==> src/rtl/swtx_pkg.sv <==
package swtx_pkg;

  typedef enum logic [1:0] {
    KIND_IEC  = 2'd0,
    KIND_LSB  = 2'd1,
    KIND_MSB  = 2'd2,
    KIND_NONE = 2'd3
  } kind_t;

  typedef enum logic {
    ST_IDLE = 1'b0,
    ST_SEND = 1'b1
  } state_t;

  typedef enum logic [1:0] {
    PRE_SEL_B = 2'd0,
    PRE_SEL_M = 2'd1,
    PRE_SEL_W = 2'd2
  } pre_sel_t;

  localparam int PRE_HALVES = 8;
  localparam int PRE_SLOTS  = 4;

  // half-cell patterns for a line that was low, first half-cell in bit 7
  localparam logic [PRE_HALVES-1:0] PAT_B = 8'b1110_1000;
  localparam logic [PRE_HALVES-1:0] PAT_M = 8'b1110_0010;
  localparam logic [PRE_HALVES-1:0] PAT_W = 8'b1110_0100;

  function automatic kind_t decode_mode(input logic [2:0] m);
    case (m)
      3'b000:  return KIND_IEC;
      3'b010:  return KIND_LSB;
      3'b011:  return KIND_MSB;
      default: return KIND_NONE;
    endcase
  endfunction

  function automatic logic [PRE_HALVES-1:0] pre_pattern(input pre_sel_t s);
    case (s)
      PRE_SEL_B: return PAT_B;
      PRE_SEL_M: return PAT_M;
      default:   return PAT_W;
    endcase
  endfunction

endpackage

==> src/rtl/swtx_byte_order.sv <==
module swtx_byte_order #(
  parameter int WORD_W = 32
) (
  input  logic              little_endian,
  input  logic [WORD_W-1:0] raw_word,
  output logic [WORD_W-1:0] ordered_word
);
  localparam int NBYTES = WORD_W / 8;

  logic [WORD_W-1:0] swapped;

  for (genvar k = 0; k < NBYTES; k++) begin : g_lane
    assign swapped[8*(NBYTES-1-k) +: 8] = raw_word[8*k +: 8];
  end

  assign ordered_word = little_endian ? raw_word : swapped;
endmodule

==> src/rtl/swtx_slot_fmt.sv <==
module swtx_slot_fmt #(
  parameter int SLOTS = 32
) (
  input  logic [SLOTS-2:swtx_pkg::PRE_SLOTS] payload,
  output logic [SLOTS-1:0]                   slot_vec
);
  import swtx_pkg::*;

  logic parity_bit;

  // even parity over the payload slots plus the parity slot itself
  assign parity_bit = ^payload;

  assign slot_vec = {parity_bit, payload, {PRE_SLOTS{1'b0}}};
endmodule

==> src/rtl/swtx_line_coder.sv <==
module swtx_line_coder #(
  parameter int CNT_W = 6
) (
  input  logic                            is_iec,
  input  logic [CNT_W-1:0]                cnt,
  input  logic                            cur_lvl,
  input  logic                            pre_lvl,
  input  logic [swtx_pkg::PRE_HALVES-1:0] pre_pat,
  input  logic                            data_bit,
  output logic                            nxt_lvl
);
  import swtx_pkg::*;

  logic       base_lvl;
  logic [2:0] pat_idx;

  always_comb begin
    base_lvl = (cnt == '0) ? cur_lvl : pre_lvl;
    pat_idx  = 3'(PRE_HALVES - 1) - cnt[2:0];
    if (!is_iec) begin
      nxt_lvl = data_bit;
    end else if (cnt < CNT_W'(PRE_HALVES)) begin
      nxt_lvl = pre_pat[pat_idx] ^ base_lvl;
    end else if (!cnt[0]) begin
      nxt_lvl = ~cur_lvl;
    end else begin
      nxt_lvl = data_bit ? ~cur_lvl : cur_lvl;
    end
  end
endmodule

==> src/rtl/serial_word_tx.sv <==
module serial_word_tx #(
  parameter int WORD_W           = 32,
  parameter int FRAMES_PER_BLOCK = 192
) (
  input  logic              clk,
  input  logic              rst_n,
  input  logic              bit_en,
  input  logic              tx_enable,
  input  logic [2:0]        mode,
  input  logic              little_endian,
  input  logic [WORD_W-1:0] word_data,
  input  logic              word_valid,
  output logic              word_ready,
  output logic              sdo,
  output logic              idle
);
  import swtx_pkg::*;

  localparam int CNT_W = $clog2(2 * WORD_W);
  localparam int FR_W  = $clog2(FRAMES_PER_BLOCK);
  localparam logic [CNT_W-1:0] RAW_LAST = CNT_W'(WORD_W - 1);
  localparam logic [CNT_W-1:0] IEC_LAST = CNT_W'(2 * WORD_W - 1);
  localparam logic [FR_W-1:0]  FR_LAST  = FR_W'(FRAMES_PER_BLOCK - 1);

  state_t            state_q;
  kind_t             kind_q;
  logic [WORD_W-1:0] sh_q;
  logic [CNT_W-1:0]  cnt_q;
  logic              sdo_q;
  logic              pre_lvl_q;
  logic [FR_W-1:0]   frame_q;
  logic              right_q;

  kind_t             kind_in;
  logic              mode_ok;
  logic              is_iec;
  logic              last;
  logic              step;
  logic              fire;
  logic              shift_now;
  logic              out_bit;
  logic              nxt_lvl;
  logic [WORD_W-1:0] ordered;
  logic [WORD_W-1:0] slot_vec;
  logic [WORD_W-1:0] sh_next;
  pre_sel_t          pre_sel;

  assign kind_in = decode_mode(mode);
  assign mode_ok = (kind_in != KIND_NONE);
  assign is_iec  = (kind_q == KIND_IEC);
  assign last    = (cnt_q == (is_iec ? IEC_LAST : RAW_LAST));
  assign step    = (state_q == ST_SEND) && bit_en;

  assign word_ready = tx_enable && mode_ok && ((state_q == ST_IDLE) || (step && last));
  assign fire       = word_ready && word_valid;

  swtx_byte_order #(.WORD_W(WORD_W)) u_order (
    .little_endian (little_endian),
    .raw_word      (word_data),
    .ordered_word  (ordered)
  );

  swtx_slot_fmt #(.SLOTS(WORD_W)) u_fmt (
    .payload  (ordered[WORD_W-2:PRE_SLOTS]),
    .slot_vec (slot_vec)
  );

  assign pre_sel   = right_q ? PRE_SEL_W : ((frame_q == '0) ? PRE_SEL_B : PRE_SEL_M);
  assign out_bit   = (kind_q == KIND_MSB) ? sh_q[WORD_W-1] : sh_q[0];
  assign shift_now = is_iec ? cnt_q[0] : 1'b1;
  assign sh_next   = (kind_q == KIND_MSB) ? {sh_q[WORD_W-2:0], 1'b0} : {1'b0, sh_q[WORD_W-1:1]};

  swtx_line_coder #(.CNT_W(CNT_W)) u_coder (
    .is_iec   (is_iec),
    .cnt      (cnt_q),
    .cur_lvl  (sdo_q),
    .pre_lvl  (pre_lvl_q),
    .pre_pat  (pre_pattern(pre_sel)),
    .data_bit (out_bit),
    .nxt_lvl  (nxt_lvl)
  );

  always_ff @(posedge clk or negedge rst_n) begin
    if (!rst_n) begin
      state_q   <= ST_IDLE;
      kind_q    <= KIND_NONE;
      sh_q      <= '0;
      cnt_q     <= '0;
      sdo_q     <= 1'b0;
      pre_lvl_q <= 1'b0;
      frame_q   <= '0;
      right_q   <= 1'b0;
    end else begin
      if (step) begin
        sdo_q <= nxt_lvl;
        cnt_q <= cnt_q + 1'b1;
        if (is_iec && (cnt_q == '0)) pre_lvl_q <= sdo_q;
        if (shift_now) sh_q <= sh_next;
        if (last) begin
          if (is_iec) begin
            if (right_q) begin
              right_q <= 1'b0;
              frame_q <= (frame_q == FR_LAST) ? '0 : frame_q + 1'b1;
            end else begin
              right_q <= 1'b1;
            end
          end
          state_q <= ST_IDLE;
        end
      end
      if ((state_q == ST_IDLE) && !tx_enable) begin
        frame_q <= '0;
        right_q <= 1'b0;
      end
      if (fire) begin
        state_q <= ST_SEND;
        kind_q  <= kind_in;
        cnt_q   <= '0;
        sh_q    <= (kind_in == KIND_IEC) ? slot_vec : ordered;
      end
    end
  end

  assign sdo  = sdo_q;
  assign idle = (state_q == ST_IDLE);

  // even slot parity leaves the line where the preamble started
  assert_even_parity_R3: assert property (@(posedge clk) disable iff (!rst_n)
    (step && is_iec && last) |=> (sdo_q == pre_lvl_q));

  assert_line_moves_on_pulse_R1: assert property (@(posedge clk) disable iff (!rst_n)
    !bit_en |=> $stable(sdo));

  assert_idle_holds_line_R9: assert property (@(posedge clk) disable iff (!rst_n)
    idle |=> $stable(sdo));

  assert_reserved_stays_idle_R7: assert property (@(posedge clk) disable iff (!rst_n)
    (idle && !mode_ok) |=> idle);

  assert_disabled_stays_idle_R10: assert property (@(posedge clk) disable iff (!rst_n)
    (idle && !tx_enable) |=> idle);

  assert_frame_in_range_R4: assert property (@(posedge clk) disable iff (!rst_n)
    frame_q <= FR_LAST);
endmodule

==> config.mk <==
export PLATFORM = sky130hd
export DESIGN_NAME = serial_word_tx
export DESIGN_NICKNAME = d
export VERILOG_FILES = /design/src/rtl/swtx_pkg.sv /design/src/rtl/swtx_byte_order.sv /design/src/rtl/swtx_slot_fmt.sv /design/src/rtl/swtx_line_coder.sv /design/src/rtl/serial_word_tx.sv
export SDC_FILE = /design/constraint.sdc
export NUM_CORES = 1
export LEC_CHECK = 0
export BUFFER_PORTS_ARGS = -buffer_cell sky130_fd_sc_hd__clkbuf_2
export CAP_MARGIN = 20
export CORE_AREA = 2 2 99 101
export CTS_BUF_LIST = sky130_fd_sc_hd__clkbuf_16
export CTS_CLUSTER_SIZE = 24
export DETAILED_ROUTE_END_ITERATION = 8
export DIE_AREA = 0 0 101 103
export PLACE_DENSITY = 0.63
export SLEW_MARGIN = 20
export SYNTH_ARGS = -nofsm -noshare
export SYNTH_HDL_FRONTEND = slang
export SYNTH_SLANG_ARGS = --single-unit
==> constraint.sdc <==
create_clock -name clk -period 2.1 [get_ports clk]
set_input_delay 0.105 -clock clk [delete_from_list [all_inputs] [get_ports clk]]
set_output_delay 0.105 -clock clk [all_outputs]
set_load 0.02 [all_outputs]
# After elaboration in Yosys (flattened, before gate mapping)
# Index checks and enable logic that the tools add are counted.
# op_classes
add_sub_neg	3
n_mul	0
div	0
n_lt_le_gt_ge	2
n_eq_ne	8
n_shift	0
n_mux	36
n_bitwise	3
reduce_logical	29
# ops
operator	count
$mux W32	6
$mux W8	6
$reduce_xor A27 Y1	1
$mux W6	3
$mux W1	17
$reduce_bool A2 Y1	7
$add A8 B1 Y8 const B	1
$eq A8 B8 Y1 const B	1
$logic_not A8 Y1	1
$pmux W4 S2	1
$reduce_and A2 Y1	4
$logic_and A1 B1 Y1	7
$add A6 B1 Y6 const B	1
$eq A3 B2 Y1 const B	2
$eq A6 B6 Y1	1
$logic_not A2 Y1	3
$logic_not A6 Y1	1
$lt A6 B4 Y1 const B	1
$pmux W2 S3	1
$lt A3 B4 Y1 const B	1
$ne A4 B2 Y1 const B	1
$reduce_and A4 Y1	1
$bmux W1 S3	1
$logic_not A3 Y1	1
other kinds (10)	11
# word_totals
ff_bits	52
latchBits	0
ram_bits	0
rom_bits	0
input_bits	41
out_inout_bits	3
n_memories	0

# Logic depth before layout (Yosys ltp)
# depth
word_depth	10
ltp_mapped	10

# By module
# A second synthesis with hierarchy kept.
# hier_totals
hier_cells	451
hier_area_um2	4621.9
# modules_own_cells
mod	n_inst	cells_per_inst	area_each_um2	seq_area_each_um2
serial_word_tx	1	343	3460.8	1303.8
swtx_byte_order	1	36	544.3	0.0
swtx_slot_fmt	1	57	489.2	0.0
swtx_line_coder	1	15	127.6	0.0

# Least setup slack after synthesis
# No wires, ideal clock.
# synth_path
path_type	flip-flop to flip-flop
startpoint	register frame_q[0]
endpoint	register sdo_q, in the netlist sdo
t_arrival_ns	2.048
setup_slack_ns	-0.049
path_stages_with_launch	10
n_path_buf	0
synth_period_minus_slack_ns	2.149
path_cell_list	dfrtp_1 inv_1 ha_1 or4b_1 nor4_1 xnor2_1 o311ai_0 o21ai_0 xnor2_1 o32ai_1
# synth_between
elab_chain_len	10
elab_cells_between_ends	11
cone_classes	1 x eq/ne; 7 x mux; 1 x bitwise; 2 x reduce/logical
# synth_lines
item	line_no	text
start: declaration	serial_word_tx.sv:31	logic [FR_W-1:0] frame_q;
start signal: assignment	serial_word_tx.sv:103	frame_q <= (frame_q == FR_LAST) ? '0 : frame_q + 1'b1;
$logic_not A8 Y1 (*)	serial_word_tx.sv:68	assign pre_sel = right_q ? PRE_SEL_W : ((frame_q == '0) ? PRE_SEL_B : PRE_SEL_M);
$mux W1 (*)	serial_word_tx.sv:68	
$mux W2 (*)	serial_word_tx.sv:68	
$eq A2 B1 Y1 / $logic_not A2 Y1 (equally long branches)	swtx_pkg.sv:39	case (s)
$pmux W4 S2 (*)	swtx_pkg.sv:39	
$bmux W1 S3 (*)	swtx_line_coder.sv:23	nxt_lvl = pre_pat[pat_idx] ^ base_lvl;
$mux W1 (implied by the code) (*)	swtx_line_coder.sv:23	
$xor A1 B1 Y1 (*)	swtx_line_coder.sv:23	
$mux W1 (*)	swtx_line_coder.sv:22	end else if (cnt < CNT_W'(PRE_HALVES)) begin
$mux W1 (*)	swtx_line_coder.sv:20	if (!is_iec) begin
end signal: assignment	serial_word_tx.sv:95	sdo_q <= nxt_lvl;
end: declaration	serial_word_tx.sv:29	logic sdo_q;
# Every way passes the cells marked *; elsewhere a longest branch is shown, timed or not. The select of a mux whose other input is x is not followed.
# A chain may end at the register's enable or synchronous reset.

# Worst setup path after layout
# Same ends and word-level chain as after synthesis.

==> flow_metrics.tcl <==
set metrics [dict create \
    status "finished with violations" \
    violations "negative setup slack" \
    die_h_um 103 \
    cts_buffer_depth 2 \
    utilization_pct 47.26 \
    reg2reg_slack_ps -10 \
    htree_levels 2 \
    hp-class "input port to register" \
    synth_cells 395 \
    grt.total_usage_pct 17.28 \
    synth.distinct_cells 43 \
    wl_per_cell_um 15.29 \
    initial_core_util_pct 38.90 \
    finalWeightedCongestion 0.8091 \
    peakVddDrop_mv 0.4577 \
    cp-end-kind "register" \
    grt_pass1_wl_um 14450 \
    async_flop_share_pct 100.0 \
    hold_viol 0 \
    setup_violations 1 \
    finalMaxSlewViolations 0 \
    fin_nets 498 \
    synth_enable_flop_cells 0 \
    setup_tns_ps -11.06 \
    die-width_um 101 \
    rows 36 \
    synthFlopType "dfrtp_1" \
    cp_num_buf_inv 1 \
    coreArea_um2 9459 \
    stdcell_area_um2 4471 \
    first_global_vias 2939 \
    cts-root-buf "clkbuf_16" \
    area_growth_pct 21.49 \
    cts.sinks 52 \
    dr.pass1.iters 5 \
    routed_wl_um 8686 \
    ant_nets 0 \
    clkTransAtPathRegs_ps 70 \
    required_ps 2290 \
    crit_family "simple AND/OR/NAND/NOR gates" \
    drtIter0Drc 103 \
    final_layout_size_suffix_gt1_share_pct 22.03 \
    fmax_mhz 473.7 \
    post_cts_buffers 0 \
    finClkSkew_ps 3.727 \
    fin_crit_sh_pct 100.5 \
    cts_buffers 5 \
    crit_type "register to register" \
    min_period_ps 2111 \
    instances_no_fill 568 \
    dieArea_um2 10400 \
    start_kind "register" \
    setup_slack_ps -11.06 \
    maxCapViolations 0 \
    grt_overflow 0 \
    worstSkewPairLatency_ps 280 \
    cp_common_cell "xnor2_1" \
    slowest_stage "or4b_4" \
    io_buffers 43 \
    antenna_found_initial 0 \
    vias 3031 \
    power_density_nw_per_um2 993.2 \
    dp_hpwl_um 6196 \
    diodes 0 \
    synthesis.nets 440 \
    grt_max_degree 65 \
    avgSynthCellArea_um2 9.316 \
    cts_tree "built" \
    rsz0062_at_grt "yes" \
    tightestPinTransition_ps 631.4 \
    placed_area_um2 4245 \
    synthesis.area_um2 3680 \
    p_leak_nw 2.054 \
    dp.cells 558 \
    critPathMaxFanout 2 \
    slowest_delay_ps 470 \
    relSlewSlack_pct 57.91 \
    io_pins 44 \
    via_per_inst 5.336 \
    synth_seq_cells 52 \
    path_cells "inv_2 -> ha_1 -> or4b_4 -> nor4_4 -> xnor2_1 -> o311ai_1 -> o21ai_1 -> xnor2_1 -> o32ai_2" \
    crit_arrival_ps 2300 \
    yosys_warnings 0 \
    yosysSeqAreaShare_pct 35.43 \
    route.detailed.drc 0 \
]
## final timing paths
path                       startpoint   endpoint  cells past startpoint
hold / removal                mode[1]  kind_q[0]                      3
max in group asynchronous       rst_n   sh_q[18]                      3
setup / recovery           frame_q[0]        sdo                      9
min in group asynchronous       rst_n    sh_q[2]                      2
hold reg to reg             pre_lvl_q  pre_lvl_q                      1
setup reg to reg           frame_q[0]        sdo                      9
## cell usage in the layout (no fill, tap or decap), drive strengths merged, types with 14 or more instances in the layout
master / n
nor2: 49
clkbuf: 49
buf: 30
mux2i: 71
o21ai: 14
xor2: 16
a211oi: 27
xnor2: 28
a21oi: 36
dfrtp: 50
## routing by layer
metal / GRT usage [%] / vias up / wire, um
met3: 2.780 / 2 / 329
met1: 24.51 / 1421 / 4262
met2: 28.77 / 69 / 4070
met5: 0 / - / 0
met4: 2.183 / 0 / 24
li1: - / 1539 / -
## layout make-up
class                      instances  area (um2)
clock inverter                     3       11.26
sequential                        52        1304
clock buffer                       5       125.1
tap                              114       142.6
fill                             893        4989
timing repair buffer              75       550.5
multi-input combinational        311        2307
inverter                           8       30.03
## power breakdown
part / switching (mW) / internal [mW]
Sequential: 0.319 / 1.37
Combinational: 0.975 / 1.01
Clock: 0.342 / 0.430
## stage by stage
| stage | power (mW) | hold slack, ps | setup WS (ps) |
|---|---|---|---|
| final | 4.440 | 95.28 | -11.06 |
| after global routing | 4.782 | 106.2 | -187.7 |
| after CTS | 4.407 | 92.03 | -115.6 |
| after detailed placement | 3.604 | 167.1 | -114.9 |
| after global placement | 3.556 | 164.0 | -96.47 |
| after floorplan | 3.019 | -190.6 | 21.84 |
## logic make-up (layout without fill, tap and decap cells)
group                      Yosys count  in the layout  share of synthesized area (%)
adders and majority gates            4              4                          1.360
buffers and inverters               32             91                          3.774
DFF                                 52             52                          35.43
AOI/OAI and AO/OA                   87             87                          14.42
and+or+nand+nor                    100            100                          12.99
muxes                               74             74                          20.33
xor gates and xnor gates            46             46                          11.70
## Yosys cell counts, types with 2 or more instances
| master | n | share of area [%] |
|---|---|---|
| mux2_2 | 3 | 0.92 |
| ha_1 | 4 | 1.4 |
| nand4b_1 | 2 | 0.48 |
| nor2b_1 | 2 | 0.34 |
| a31oi_1 | 2 | 0.34 |
| inv_1 | 8 | 0.82 |
| nand4_1 | 2 | 0.34 |
| a211oi_1 | 27 | 5.5 |
| or3_1 | 5 | 0.85 |
| dfstp_2 | 2 | 1.4 |
| and2_1 | 3 | 0.51 |
| xnor3_1 | 2 | 1.2 |
| xor2_1 | 16 | 3.8 |
| a21oi_1 | 36 | 4.9 |
| dfrtp_1 | 50 | 34 |
| nor2_1 | 49 | 5.0 |
| nand3_1 | 7 | 0.95 |
| o21ai_0 | 14 | 1.9 |
| mux2i_1 | 70 | 19 |
| clkbuf_1 | 10 | 1.0 |
| nand2_1 | 13 | 1.3 |
| buf_1 | 4 | 0.41 |
| and3_1 | 8 | 1.4 |
| buf_2 | 9 | 1.2 |
| o32ai_1 | 2 | 0.48 |
| xnor2_1 | 28 | 6.7 |
## flip-flops by register name, indices dropped and copies added (netlist names)
register,cells
cnt_q,6
frame_q,8
kind_q,2
pre_lvl_q,1
right_q,1
sdo,1
sh_q,32
state_q,1
## tightest hold or removal path, stage by stage
cell,delay (ps)
clkbuf_2,110
nand3b_1,100
nand2_1,60
## repair_timing
| action | 4_1_cts | 5_1_grt |
|---|---|---|
| resized for setup | 3 | 10 |
| setup endpoints to repair | 1 | 23 |
| hold buffers | 1 | 0 |
| pin swaps | 3 | 1 |
| hold endpoints to repair | 20 | 0 |
| gates cloned | 0 | 1 |
Power figures use the tool's default switching activity.
